--- src/rtl/wdt_pkg.sv ---
package wdt_pkg;

    typedef enum logic [7:0] {
        ST_INIT = 8'd0,
        ST_OFF  = 8'd1,
        ST_ON   = 8'd2
    } run_e;

    localparam logic [7:0] A_CAUSE   = 8'h05;
    localparam logic [7:0] A_STATE   = 8'h06;
    localparam logic [7:0] A_TIMEOUT = 8'h07;
    localparam logic [7:0] A_LEFT    = 8'h08;
    localparam logic [7:0] A_PING    = 8'h09;
    localparam logic [7:0] A_WIDTH   = 8'h0A;

    localparam logic [7:0] CAUSE_POWER  = 8'd0;
    localparam logic [7:0] CAUSE_EXPIRY = 8'd1;

    localparam logic [7:0] TIMEOUT_FLOOR = 8'd3;

    typedef struct packed {
        run_e       state;
        logic [7:0] timeout;
        logic [7:0] left;
        logic [7:0] width;
        logic [7:0] cause;
    } wdt_regs_t;

endpackage

--- src/rtl/wdt_tick_gen.sv ---
module wdt_tick_gen #(
    parameter int CLK_PER_MS = 50000,
    parameter int MS_PER_SEC = 1000
) (
    input  logic clk,
    input  logic rst_n,
    input  logic restart,
    output logic sec_tick
);
    localparam int CW = $clog2(CLK_PER_MS + 1);
    localparam int MW = $clog2(MS_PER_SEC + 1);
    localparam logic [CW-1:0] CYC_LAST = CW'(CLK_PER_MS - 1);
    localparam logic [MW-1:0] MS_LAST  = MW'(MS_PER_SEC - 1);

    typedef struct packed {
        logic [CW-1:0] cyc;
        logic [MW-1:0] ms;
    } tick_t;

    tick_t d, q;
    logic  ms_wrap;

    always_comb begin
        d        = q;
        ms_wrap  = (q.cyc == CYC_LAST);
        sec_tick = !restart && ms_wrap && (q.ms == MS_LAST);
        if (restart) begin
            d = '0;
        end else if (ms_wrap) begin
            d.cyc = '0;
            d.ms  = (q.ms == MS_LAST) ? '0 : q.ms + 1'b1;
        end else begin
            d.cyc = q.cyc + 1'b1;
        end
    end

    always_ff @(posedge clk or negedge rst_n) begin
        if (!rst_n) q <= '0;
        else        q <= d;
    end

    // the sub-millisecond and millisecond counters stay in range
    p_cyc_bound_r5: assert property (@(posedge clk) disable iff (!rst_n)
        (q.cyc <= CYC_LAST) && (q.ms <= MS_LAST));

endmodule

--- src/rtl/wdt_pulse_gen.sv ---
module wdt_pulse_gen #(
    parameter int CLK_PER_MS = 50000
) (
    input  logic       clk,
    input  logic       rst_n,
    input  logic       start,
    input  logic [7:0] len_ms,
    output logic       active
);
    localparam int CW = $clog2(CLK_PER_MS + 1);
    localparam logic [CW-1:0] CYC_LAST = CW'(CLK_PER_MS - 1);

    typedef struct packed {
        logic          act;
        logic [7:0]    ms_left;
        logic [CW-1:0] cyc;
    } pulse_t;

    pulse_t d, q;

    always_comb begin
        d = q;
        if (start) begin
            d.act     = 1'b1;
            d.ms_left = len_ms;
            d.cyc     = '0;
        end else if (q.act) begin
            if (q.cyc == CYC_LAST) begin
                d.cyc     = '0;
                d.ms_left = q.ms_left - 8'd1;
                if (q.ms_left == 8'd1) d.act = 1'b0;
            end else begin
                d.cyc = q.cyc + 1'b1;
            end
        end
    end

    always_ff @(posedge clk or negedge rst_n) begin
        if (!rst_n) q <= '0;
        else        q <= d;
    end

    assign active = q.act;

    // an active pulse always has milliseconds left to run
    p_pulse_count_r7: assert property (@(posedge clk) disable iff (!rst_n)
        q.act |-> (q.ms_left != 8'd0));

    // a pulse is never started with a zero length
    p_len_nonzero_r8: assert property (@(posedge clk) disable iff (!rst_n)
        start |-> (len_ms != 8'd0));

endmodule

--- src/rtl/regwdt.sv ---
module regwdt #(
    parameter int CLK_PER_MS  = 50000,
    parameter int MS_PER_SEC  = 1000,
    parameter int TIMEOUT_RST = 60,
    parameter int DUR_RST     = 100
) (
    input  logic       clk,
    input  logic       rst_n,
    input  logic       wr_en,
    input  logic [7:0] addr,
    input  logic [7:0] wdata,
    output logic [7:0] rdata,
    output logic       wdt_rst_o
);
    import wdt_pkg::*;

    localparam logic [7:0] TO_INIT = (TIMEOUT_RST < 3) ? 8'd3 :
                                     (TIMEOUT_RST > 255) ? 8'd255 : 8'(TIMEOUT_RST);
    localparam logic [7:0] W_INIT  = (DUR_RST < 1) ? 8'd1 :
                                     (DUR_RST > 255) ? 8'd255 : 8'(DUR_RST);

    wdt_regs_t  d, q;
    logic       sec_tick;
    logic       restart;
    logic       fire;
    logic       reload;
    logic       pulse_on;
    logic       st_ok, to_wr, ping_ok, touch;
    logic [7:0] to_clamped;

    always_comb begin
        d          = q;
        fire       = 1'b0;
        reload     = 1'b0;
        to_clamped = (wdata < TIMEOUT_FLOOR) ? TIMEOUT_FLOOR : wdata;
        st_ok      = wr_en && (addr == A_STATE) &&
                     ((wdata == ST_ON) || ((wdata < 8'd2) && !pulse_on));
        to_wr      = wr_en && (addr == A_TIMEOUT);
        ping_ok    = wr_en && (addr == A_PING) && (wdata == 8'd0) && (q.state == ST_ON);
        touch      = st_ok || ping_ok || (to_wr && (q.state == ST_ON));

        // countdown and expiry, overridden by any host reload or state change
        if ((q.state == ST_ON) && sec_tick && !touch) begin
            if (q.left == 8'd1) begin
                d.left  = 8'd0;
                d.state = ST_INIT;
                d.cause = CAUSE_EXPIRY;
                fire    = 1'b1;
            end else begin
                d.left = q.left - 8'd1;
            end
        end

        if (to_wr) begin
            d.timeout = to_clamped;
            if (q.state == ST_ON) begin
                d.left = to_clamped;
                reload = 1'b1;
            end
        end
        if (st_ok) begin
            d.state = run_e'(wdata);
            if (wdata == ST_ON) begin
                d.left = q.timeout;
                reload = 1'b1;
            end
        end
        if (ping_ok) begin
            d.left = q.timeout;
            reload = 1'b1;
        end
        if (wr_en && (addr == A_WIDTH) && (wdata != 8'd0)) begin
            d.width = wdata;
        end

        restart = (q.state != ST_ON) || reload;
    end

    always_ff @(posedge clk or negedge rst_n) begin
        if (!rst_n) begin
            q.state   <= ST_INIT;
            q.timeout <= TO_INIT;
            q.left    <= TO_INIT;
            q.width   <= W_INIT;
            q.cause   <= CAUSE_POWER;
        end else begin
            q <= d;
        end
    end

    always_comb begin
        case (addr)
            A_CAUSE:   rdata = q.cause;
            A_STATE:   rdata = q.state;
            A_TIMEOUT: rdata = q.timeout;
            A_LEFT:    rdata = q.left;
            A_WIDTH:   rdata = q.width;
            default:   rdata = 8'd0;
        endcase
    end

    wdt_tick_gen #(
        .CLK_PER_MS (CLK_PER_MS),
        .MS_PER_SEC (MS_PER_SEC)
    ) u_tick (
        .clk      (clk),
        .rst_n    (rst_n),
        .restart  (restart),
        .sec_tick (sec_tick)
    );

    wdt_pulse_gen #(
        .CLK_PER_MS (CLK_PER_MS)
    ) u_pulse (
        .clk    (clk),
        .rst_n  (rst_n),
        .start  (fire),
        .len_ms (q.width),
        .active (pulse_on)
    );

    assign wdt_rst_o = pulse_on;

    // the stored timeout never drops under the floor
    p_timeout_floor_r3: assert property (@(posedge clk) disable iff (!rst_n)
        q.timeout >= TIMEOUT_FLOOR);

    // the stored pulse width is never zero
    p_width_nonzero_r8: assert property (@(posedge clk) disable iff (!rst_n)
        q.width != 8'd0);

    // while counting, time-left is between 1 and the timeout
    p_on_left_range_r5: assert property (@(posedge clk) disable iff (!rst_n)
        (q.state == ST_ON) |-> ((q.left != 8'd0) && (q.left <= q.timeout)));

    // outside the on state and without a state write, time-left holds
    p_idle_hold_r2: assert property (@(posedge clk) disable iff (!rst_n)
        ((q.state != ST_ON) && !(wr_en && (addr == A_STATE))) |=> $stable(q.left));

    // an accepted ping loads the timeout into time-left
    p_ping_reload_r4: assert property (@(posedge clk) disable iff (!rst_n)
        (wr_en && (addr == A_PING) && (wdata == 8'd0) && (q.state == ST_ON))
        |=> (q.left == $past(q.timeout)));

    // a fresh reset pulse comes with the expiry cause and the initial state
    p_pulse_cause_r6: assert property (@(posedge clk) disable iff (!rst_n)
        $rose(wdt_rst_o) |-> ((q.cause == CAUSE_EXPIRY) && (q.state == ST_INIT)
                              && (q.left == 8'd0)));

    // state writes of 0 or 1 during the pulse leave the state alone
    p_pulse_guard_r9: assert property (@(posedge clk) disable iff (!rst_n)
        (wdt_rst_o && wr_en && (addr == A_STATE) && (wdata < 8'd2) && (q.state != ST_ON))
        |=> $stable(q.state));

endmodule

--- config.mk ---
export PLATFORM = sky130hd
export DESIGN_NAME = regwdt
export DESIGN_NICKNAME = d
export VERILOG_FILES = /design/src/rtl/wdt_pkg.sv /design/src/rtl/wdt_tick_gen.sv /design/src/rtl/wdt_pulse_gen.sv /design/src/rtl/regwdt.sv
export SDC_FILE = /design/constraint.sdc
export NUM_CORES = 1
export LEC_CHECK = 0
export BUFFER_PORTS_ARGS = -buffer_cell sky130_fd_sc_hd__buf_2
export CAP_MARGIN = 20
export CORE_MARGIN = 4
export CORE_UTILIZATION = 25
export CTS_BUF_LIST = sky130_fd_sc_hd__clkbuf_2 sky130_fd_sc_hd__clkbuf_4 sky130_fd_sc_hd__clkbuf_8
export CTS_CLUSTER_DIAMETER = 40
export DETAILED_ROUTE_END_ITERATION = 16
export SYNTH_ARGS = -nofsm -noshare
export SYNTH_HDL_FRONTEND = slang
export SYNTH_SLANG_ARGS = --single-unit
--- constraint.sdc ---
create_clock -name clk -period 5.1 [get_ports clk]
set_input_delay 0 -clock clk [delete_from_list [all_inputs] [get_ports clk]]
set_output_delay 0 -clock clk [all_outputs]
set_load 0.05 [all_outputs]
; ---- After elaboration in Yosys (flattened, before gate mapping)
; Cells that the tools add are included.
[word_totals]
reg_bits = 84
input_bits = 19
out_inout_bits = 9
word_cells = 90
[classes]
add_sub_neg = 5
magnitude_cmp = 2
eq_ne = 14
muxes = 28
reduce_logical = 31
[op_table]
columns = cell, count
row1 = 8-bit two-way mux, 11
row2 = 25-bit two-way mux, 2
row3 = 8-bit one-hot mux with 5 select lines, 1
row4 = "16-bit by 1-bit adder with 16-bit output, second input constant", 2
row5 = "16-bit equality test, second input constant", 2
row6 = 16-bit two-way mux, 2
row7 = 26-bit two-way mux, 1
row8 = "8-bit by 3-bit equality test with 1-bit output, second input constant", 3
row9 = "8-bit by 4-bit equality test with 1-bit output, second input constant", 3
row10 = 10-bit two-way mux, 2
row11 = "8-bit by 1-bit equality test with 1-bit output, second input constant", 2
row12 = "8-bit by 2-bit equality test with 1-bit output, second input constant", 2
row13 = "8-bit by 2-bit < comparator with 1-bit output, second input constant", 2
row14 = "8-bit by 1-bit subtractor with 8-bit output, second input constant", 2
row15 = 1-bit logical AND, 14
row16 = "10-bit by 1-bit adder with 10-bit output, second input constant", 1
row17 = "10-bit equality test, second input constant", 1
row18 = 2-bit nonzero test, 5
row19 = 9-bit two-way mux, 1
row20 = 8-bit zero test, 1
row21 = 1-bit two-way mux, 8
row22 = "8-bit by 2-bit != test with 1-bit output, second input constant", 1
row23 = 8-bit nonzero test, 1
row24 = 2-bit AND reduction, 3
row25 = 2 further kinds, 7

; ---- Logic depth before layout (Yosys ltp)
; Gate-level depths: netlist of the first run.
[logic_depth]
depth_word = 18
mapped_depth = 10
ltp_nobuf = 7

; ---- Hierarchy
; A second synthesis of the first run with hierarchy kept.
[unflattened]
cells_unflattened = 513
area_unflattened_um2 = 4912.2
[by_module_without_submodules]
columns = mod, instances, cells_each, area_each_um2, seq_area_each_um2
row1 = regwdt, 1, 191, 1993.2, 839.6
row2 = wdt_pulse_gen, 1, 176, 1527.7, 625.6
row3 = wdt_tick_gen, 1, 146, 1391.3, 650.6

; ---- Worst setup path before layout of the first run
; Ideal clock, no wire load.
[synth_timing]
path_type = input port to output port
startpoint = input port addr[5]
endpoint = output port rdata[1]
arrival_time_ps = 2320
required_time_ps = 5100
setup_slack_ps = 2780
stages = 6
path_buffers = 1
cell_sequence = nor4_2 -> nand3b_1 -> nor2_1 -> clkbuf_1 -> nand2_1 -> o21ai_0
[synth_between]
elab_chain_len = 2
elab_cells_between_ends = 6
classes_between = 5 x eq/ne / 1 x mux
[synth_lines]
columns = item, line
row1 = "start, declared", regwdt.sv:10  ; input logic [7:0] addr,
row2 = 8-bit by 4-bit equality test with 1-bit output or 8-bit by 3-bit equality test with 1-bit output (tied branches), regwdt.sv:92  ; case (addr)
row3 = 8-bit one-hot mux with 5 select lines (*), regwdt.sv:92
row4 = "end, declared", regwdt.sv:12  ; output logic [7:0] rdata,
; Mark *: on every way between the ends. The rest lies on a longest branch, timed or not.

; ---- Worst setup path after layout of the first run
[layout_timing]
startpoint = register u_tick.q[17] (netlist name)
endpoint = register u_pulse.q[22] (netlist name)
[layout_between]
elab_chain_len = 8
elab_cells_between_ends = 10
classes_between = 1 x eq/ne / 2 x mux / 7 x reduce/logical
[layout_lines]
columns = item, line
row1 = "start, declared", wdt_tick_gen.sv:20  ; tick_t d, q;
row2 = "start signal, assigned", wdt_tick_gen.sv:38  ; if (!rst_n) q <= '0;
row3 = "start signal, assigned", wdt_tick_gen.sv:39  ; else q <= d;
row4 = 16-bit equality test (*), wdt_tick_gen.sv:25  ; ms_wrap = (q.cyc == CYC_LAST);
row5 = 1-bit logical AND (*) (2 in series), wdt_tick_gen.sv:26  ; sec_tick = !restart && ms_wrap && (q.ms == MS_LAST);
row6 = 1-bit logical AND (*) (2 in series), regwdt.sv:43  ; if ((q.state == ST_ON) && sec_tick && !touch) begin
row7 = 1-bit two-way mux (*), regwdt.sv:43
row8 = 2-bit nonzero test (no source line), -
row9 = 2-bit AND reduction (no source line), -
row10 = "end signal, assigned", wdt_pulse_gen.sv:39  ; if (!rst_n) q <= '0;
row11 = "end signal, assigned", wdt_pulse_gen.sv:40  ; else q <= d;
row12 = "end, declared", wdt_pulse_gen.sv:19  ; pulse_t d, q;
; Marks and branches as above.
; A chain may end at the register's enable or synchronous reset.

==> results of run 1 <==
[report_power, final]
| group | switching, uW | internal [uW] | total, uW |
|---|---|---|---|
| registers | 6.34 | 674 | 680 |
| logic | 35.5 | 19.4 | 54.8 |
| clock network | 275 | 179 | 454 |
[placed cells by master, fill, tap and decap left out, types with 7 or more instances in the layout]
cell and n:
nand3_1 20, nor2_1 64, xnor2_1 20, dfstp_2 11, xor2_1 15, nor3_1 10, a31oi_1 7, mux2i_1 19
ha_1 7, clkbuf_8 9, o2bb2ai_1 7, dlygate4sd3_1 10, mux2_2 11, nand4_1 11, o21ai_0 15, buf_2 26
inv_1 9, and3_1 22, a21oi_1 25, dfrtp_1 73, nand2_1 71
[state kept, by name (all words and copies together) (netlist names)]
register,count
u_pulse.active,1
u_tick.q,26
q,33
u_pulse.q,24
[repair_timing]
action,4_1_cts,5_1_grt
endpoints found under the hold margin,29,0
hold buffers,10,0
resized for setup,0,0
[final timing paths]
| check | startpoint | depth (start not counted) | slack, ns | end |
|---|---|---|---|---|
| setup / recovery | u_tick.q[17] | 5 | 1.87 | u_pulse.q[22] |
| hold / removal | addr[6] | 6 | 0.13 | q[33] |
| setup reg to reg | u_tick.q[17] | 5 | 1.87 | u_pulse.q[22] |
| hold reg to reg | u_tick.q[10] | 1 | 0.46 | u_tick.q[10] |
| max in group asynchronous | rst_n | 3 | 4.06 | u_pulse.q[14] |
| min in group asynchronous | rst_n | 3 | 0.40 | u_pulse.q[0] |
[metal layers]
layer  vias to the layer above  global-route usage, %  part of all wire (%)
li1                       1939                      -                     -
met1                      1967                  17.17                    50
met2                        95                  17.44                    43
met3                        11                  2.974                   5.2
met4                         0                  3.169                   1.4
met5                         -                      0                     0
[cell families (layout without fill, tap and decap cells)]
family / count (synthesis) / after routing / share of synthesized area (%)
buffers and inverters: 32 / 66 / 2.669
flip-flops: 84 / 84 / 43.39
XOR/XNOR: 35 / 35 / 6.287
AND/OR/NAND/NOR: 256 / 256 / 28.00
adder cells (fa/ha/maj): 7 / 7 / 1.796
multiplexers: 30 / 30 / 6.441
AO/OA/AOI/OAI: 79 / 79 / 11.42
[synthesized netlist by cell type (all sizes together), types with 9 or more instances]
master  number
nor2        64
a21oi       25
nand4       11
dfrtp       73
o21ai       16
clkbuf      16
mux2i       19
xor2        15
nor4         9
dfstp       11
nand2       72
nand3       20
mux2        11
nor3        11
xnor2       20
and3        22
inv          9
[per-stage QoR]
step	total power [uW]	area, um^2
floorplan	708.4	4876
global placement	742.4	5273
detailed placement	742.9	5273
CTS	1210	5549
global route	1246	5549
finish	1189	5549
[critical path: cells and delay by family, from the launching register on]
family | cells | cell delay (ns)
muxes | 1 | 0.54
DFF | 1 | 0.42
AOI/OAI and AO/OA | 1 | 0.50
and+or+nand+nor | 3 | 1.64
[area by class of cell]
type                            instances  area (um^2)
Fill cell                            1991        13410
Multi-Input combinational cell        407         2630
Sequential cell                        84         2116
Tap cell                              260        325.3
Timing Repair Buffer                   41        267.8
Clock buffer                            9        123.9
Clock inverter                          7        52.55
Inverter                                9        33.78
==> flow_metrics.py, run 1 <==
metrics = {
    "status": {
        "status": "complete, no violations",
    },
    "worst_setup_path": {
        "cpMaxStageDelayCell": "nand4b_1",
        "path_class": "reg -> reg",
        "path_max_fanout": 22,
        "endpoint_kind": "register",
        "start_kind": "register",
        "cp.required_ns": 5.38,
        "slowest_delay_ns": 0.76,
        "crit_chain": "nor4b_1 > nand4_1 > a311oi_1 > nand4b_1 > mux2_2",
        "critPathArrivalTime_ns": 3.51,
    },
    "floorplanning": {
        "die_height_um": 147.7,
        "dieArea_um2": 21800,
        "rows": 50,
        "pin_count": 28,
        "initial_core_util_pct": 25.72,
        "core-area_um2": 18960,
        "die_x_um": 147.7,
    },
    "place": {
        "hpwlAfterDp_mm": 8.488,
        "dpl.cell_count": 791,
        "io_buffer_count": 27,
        "gp_congestion": 0.8813,
        "dp_slack_ns": 1.952,
    },
    "cells_and_area": {
        "nets": 578,
        "instances_no_fill": 817,
        "area_delta_synth_final_pct": 13.81,
        "final_core_utilization_pct": 29.27,
        "layout-drive-gt1-share_pct": 15.44,
        "n_antenna_cell": 0,
    },
    "clock_network": {
        "cts_setup_buffers": 0,
        "cts_buffer_depth": 2,
        "cts-root-buf": "clkbuf_8",
        "clock_sink_count": 84,
        "cts.reportedPaths.clkPinSlew_ns": 0.10,
        "cts_buffers": 9,
        "cts_tree": "done",
        "htreeDepth": 3,
        "worstSkewPairLatency_ns": 0.39,
    },
    "synthesis": {
        "ys_seq_area_share_pct": 43.39,
        "synth_flop_cell": "dfrtp_1",
        "ys_warn_count": 0,
        "ys_types": 59,
        "synth_area_um2": 4876,
        "synth-seq-cells": 84,
        "synthesis.nets": 549,
        "syn_inst": 523,
        "synth_largest_area_cell": "dfrtp_1",
        "ys_top_cells_by_area": "dfrtp_1 37%, dfstp_2 5.9%, nand2_1 5.5%, nor2_1 4.9%, mux2i_1 3.9%",
        "ys_async_sr_fraction_pct": 100.0,
        "netlist.area_leader.share_pct": 37.46,
        "synth.avg_cell_area_um2": 9.323,
        "synth_edf_count": 0,
    },
    "sta": {
        "fin_ws_ns": 1.872,
        "tightest_slew_ns": 0.9720,
        "finClkSkew_ns": 0.01082,
        "setup_viol_count_final": 0,
        "timing.final.crit_share_pct": 63.29,
        "slew_headroom_pct": 35.20,
        "whs_ns": 0.1289,
        "period_minus_slack_ns": 3.228,
        "hold_violations": 0,
        "max_freq_mhz": 309.8,
        "fin_tns_setup_ns": 0,
        "rsz0062_at_grt": "false",
        "finalMaxSlewViolations": 0,
    },
    "global_routing": {
        "grt_antenna_before_repair": 0,
        "globalRouteOverflowTotal": 0,
        "grt_pass1_vias": 3754,
        "grt_pass1_wl_mm": 20.56,
        "grt_usage_pct": 11.81,
        "grt_max_degree": 75,
    },
    "detailed_routing": {
        "ant_nets": 0,
        "wirelength_mm": 12.27,
        "detail_route.vias_per_cell": 4.911,
        "drt_pass1_iterations": 5,
        "vias": 4012,
        "wl_per_cell_um": 15.02,
        "drtIter0Drc": 307,
        "drc_errors": 0,
    },
    "pwr": {
        "p_leak_uw": 0.002271,
        "power.density_nw_per_um2": 214.3,
        "vdd_drop_max_v": 0.0001334,
    },
    "flow_run": {
        "cap_violations": 0,
    },
    "hold_path": {
        "min_path_type": "in -> reg",
    },
}
(Power assumes the default switching activity.)
==> run 2, diff against run 1 <==
clock period = 3.05 ns   (was 5.1 ns; I/O delays follow)
==> run 2 against run 1 <==
  * First-iteration DRC count rose by 12%
  * Via count about the same
  * Count of clock-buffer cells in the layout increased by 3
  * Register-to-register slack worse by 1.2 ns
  * Worst hold slack worse by 0.10 ns
  * Global-route usage is 0.22 points lower
  * Critical path depth up 4
==> flow_metrics.py, run 2 (synthesis results as in run 1) <==
metrics = {
    "floorplanning": {
        "initial_core_util_pct": 25.72,
        "core-area_um2": 18960,
        "pin_count": 28,
        "die_height_um": 147.7,
        "dieArea_um2": 21800,
        "die_x_um": 147.7,
        "rows": 50,
    },
    "cells_and_area": {
        "seqCellArea_um2": 2116,
        "fillerInstances": 1985,
        "biggestRegsByFlops": "q x33, u_tick.q x26, u_pulse.q x24",
        "area_delta_synth_final_pct": 15.68,
        "multi_input_comb_area_um2": 2630,
        "layout-drive-gt1-share_pct": 16.70,
        "layout_commonest_cell": "dfrtp_1",
        "layout_common_cells": "73 x dfrtp_1, 71 x nand2_1, 64 x nor2_1",
        "regMostFlops": "q",
        "nets": 584,
        "final_core_utilization_pct": 29.76,
        "largest_reg_flops": 33,
    },
    "sta": {
        "finClkSkew_ns": 0.006870,
        "rsz0062_at_grt": "false",
        "hold_violations": 0,
        "slew_headroom_pct": 52.68,
        "period_minus_slack_ns": 2.530,
        "timing.final.crit_share_pct": 82.97,
        "fin_tns_setup_ns": 0,
        "setup_viol_count_final": 0,
        "max_freq_mhz": 395.2,
        "finalMaxSlewViolations": 0,
        "tightest_slew_ns": 0.7040,
    },
    "detailed_routing": {
        "drtIter0Drc": 344,
        "wl_met1_mm": 6.125,
        "top_layer": "met4",
        "dr_wl_met3_um": 527,
        "drt_pass1_iterations": 4,
        "drc_errors": 0,
        "wl_met2_mm": 5.127,
        "ant_nets": 0,
        "wl_per_cell_um": 14.68,
        "detail_route.vias_per_cell": 4.867,
        "vias": 4010,
        "wirelength_mm": 12.10,
    },
    "clock_network": {
        "cts-root-buf": "clkbuf_8",
        "cts_buffer_depth": 2,
        "cts_setup_buffers": 0,
        "cts_buffers": 9,
        "htreeDepth": 3,
        "cts.reportedPaths.clkPinSlew_ns": 0.08,
        "clock_sink_count": 84,
        "cts_tree": "done",
        "worstSkewPairLatency_ns": 0.37,
    },
    "place": {
        "gp_congestion": 0.8680,
        "io_buffer_count": 27,
        "hpwlAfterDp_mm": 8.830,
    },
    "worst_setup_path": {
        "path_max_fanout": 10,
        "critPathArrivalTime_ns": 2.78,
        "start_kind": "input port",
        "cpMaxStageDelayCell": "dlygate4sd3_1",
        "endpoint_kind": "register",
        "path_class": "in -> reg",
        "crit_chain": "dlygate4sd3_1 > buf_2 > nor4_2 > and2_0 > nand4b_1 > o31ai_2 > buf_4 > or3_1 > o221ai_2",
        "slowest_delay_ns": 0.52,
        "cp.required_ns": 3.30,
    },
    "hold_path": {
        "min_path_type": "in -> reg",
    },
    "global_routing": {
        "grt_usage_pct": 11.58,
        "grt_pass1_vias": 3936,
        "grt_antenna_before_repair": 0,
        "globalRouteOverflowTotal": 0,
        "grt_pass1_wl_mm": 20.47,
        "grt_max_degree": 41,
    },
    "pwr": {
        "vdd_drop_max_v": 0.0001978,
        "power.density_nw_per_um2": 379.4,
        "p_leak_uw": 0.002323,
    },
    "flow_run": {
        "cap_violations": 0,
    },
    "status": {
        "status": "complete, no violations",
    },
}
-- run 2: per-stage QoR --
step / setup WS, ns / total power [uW] / hold WS [ns] / std cells / area (um^2)
after floorplan: 0.7305 / 1184 / -0.2956 / 523 / 4876
after global placement: 0.7175 / 1244 / -0.07765 / 799 / 5333
after detailed placement: 0.6771 / 1245 / -0.06557 / 799 / 5333
after CTS: 0.5857 / 2167 / 0.003041 / 823 / 5638
after global routing: 0.3684 / 2228 / 0.02209 / 823 / 5638
final: 0.5195 / 2140 / 0.02550 / 824 / 5640
-- run 2: area by class of cell --
| cell class | instances | share of cell area [%] |
|---|---|---|
| diodes | 1 | 0.04437 |
| flip-flops and latches | 84 | 37.51 |
| repair buffers | 47 | 5.457 |
| well taps | 260 | 5.768 |
| inverters | 9 | 0.5989 |
| multi-input cells | 407 | 46.63 |
| clock buffers | 12 | 2.706 |
| clock inverters | 4 | 1.287 |
-- run 2: routing by layer --
metal,GRT usage (%),vias up
met5,0,-
met4,5.638,0
met3,1.962,20
met2,16.82,109
met1,16.64,1934
li1,-,1947
-- run 2: what timing repair did --
item	4_1_cts	5_1_grt
hold buffers	8	0
endpoints found under the hold margin	58	0
resized for setup	0	0
-- run 2: worst paths after layout --
| kind | start | to | slack [ns] | depth (start not counted) |
|---|---|---|---|---|
| max | wdata[2] | q[16] | 0.52 | 9 |
| min | wdata[0] | q[32] | 0.03 | 2 |
| max in group asynchronous | rst_n | q[17] | 2.16 | 3 |
| min in group asynchronous | rst_n | u_pulse.q[7] | 0.06 | 2 |
| min reg2reg | u_tick.q[10] | u_tick.q[10] | 0.46 | 1 |
| max reg2reg | q[34] | u_tick.q[9] | 0.64 | 6 |
-- run 2: critical path, delay by kind of cell --
| kind | cells | cell delay [ns] |
|---|---|---|
| buf+inv | 3 | 0.90 |
| simple gates | 4 | 1.59 |
| compound gates | 2 | 0.29 |
-- run 2: where the power goes --
part	internal, uW	switching (uW)	total (uW)
logic	31.6	60.2	91.8
clock network	501	409	910
registers	1130	10.9	1140
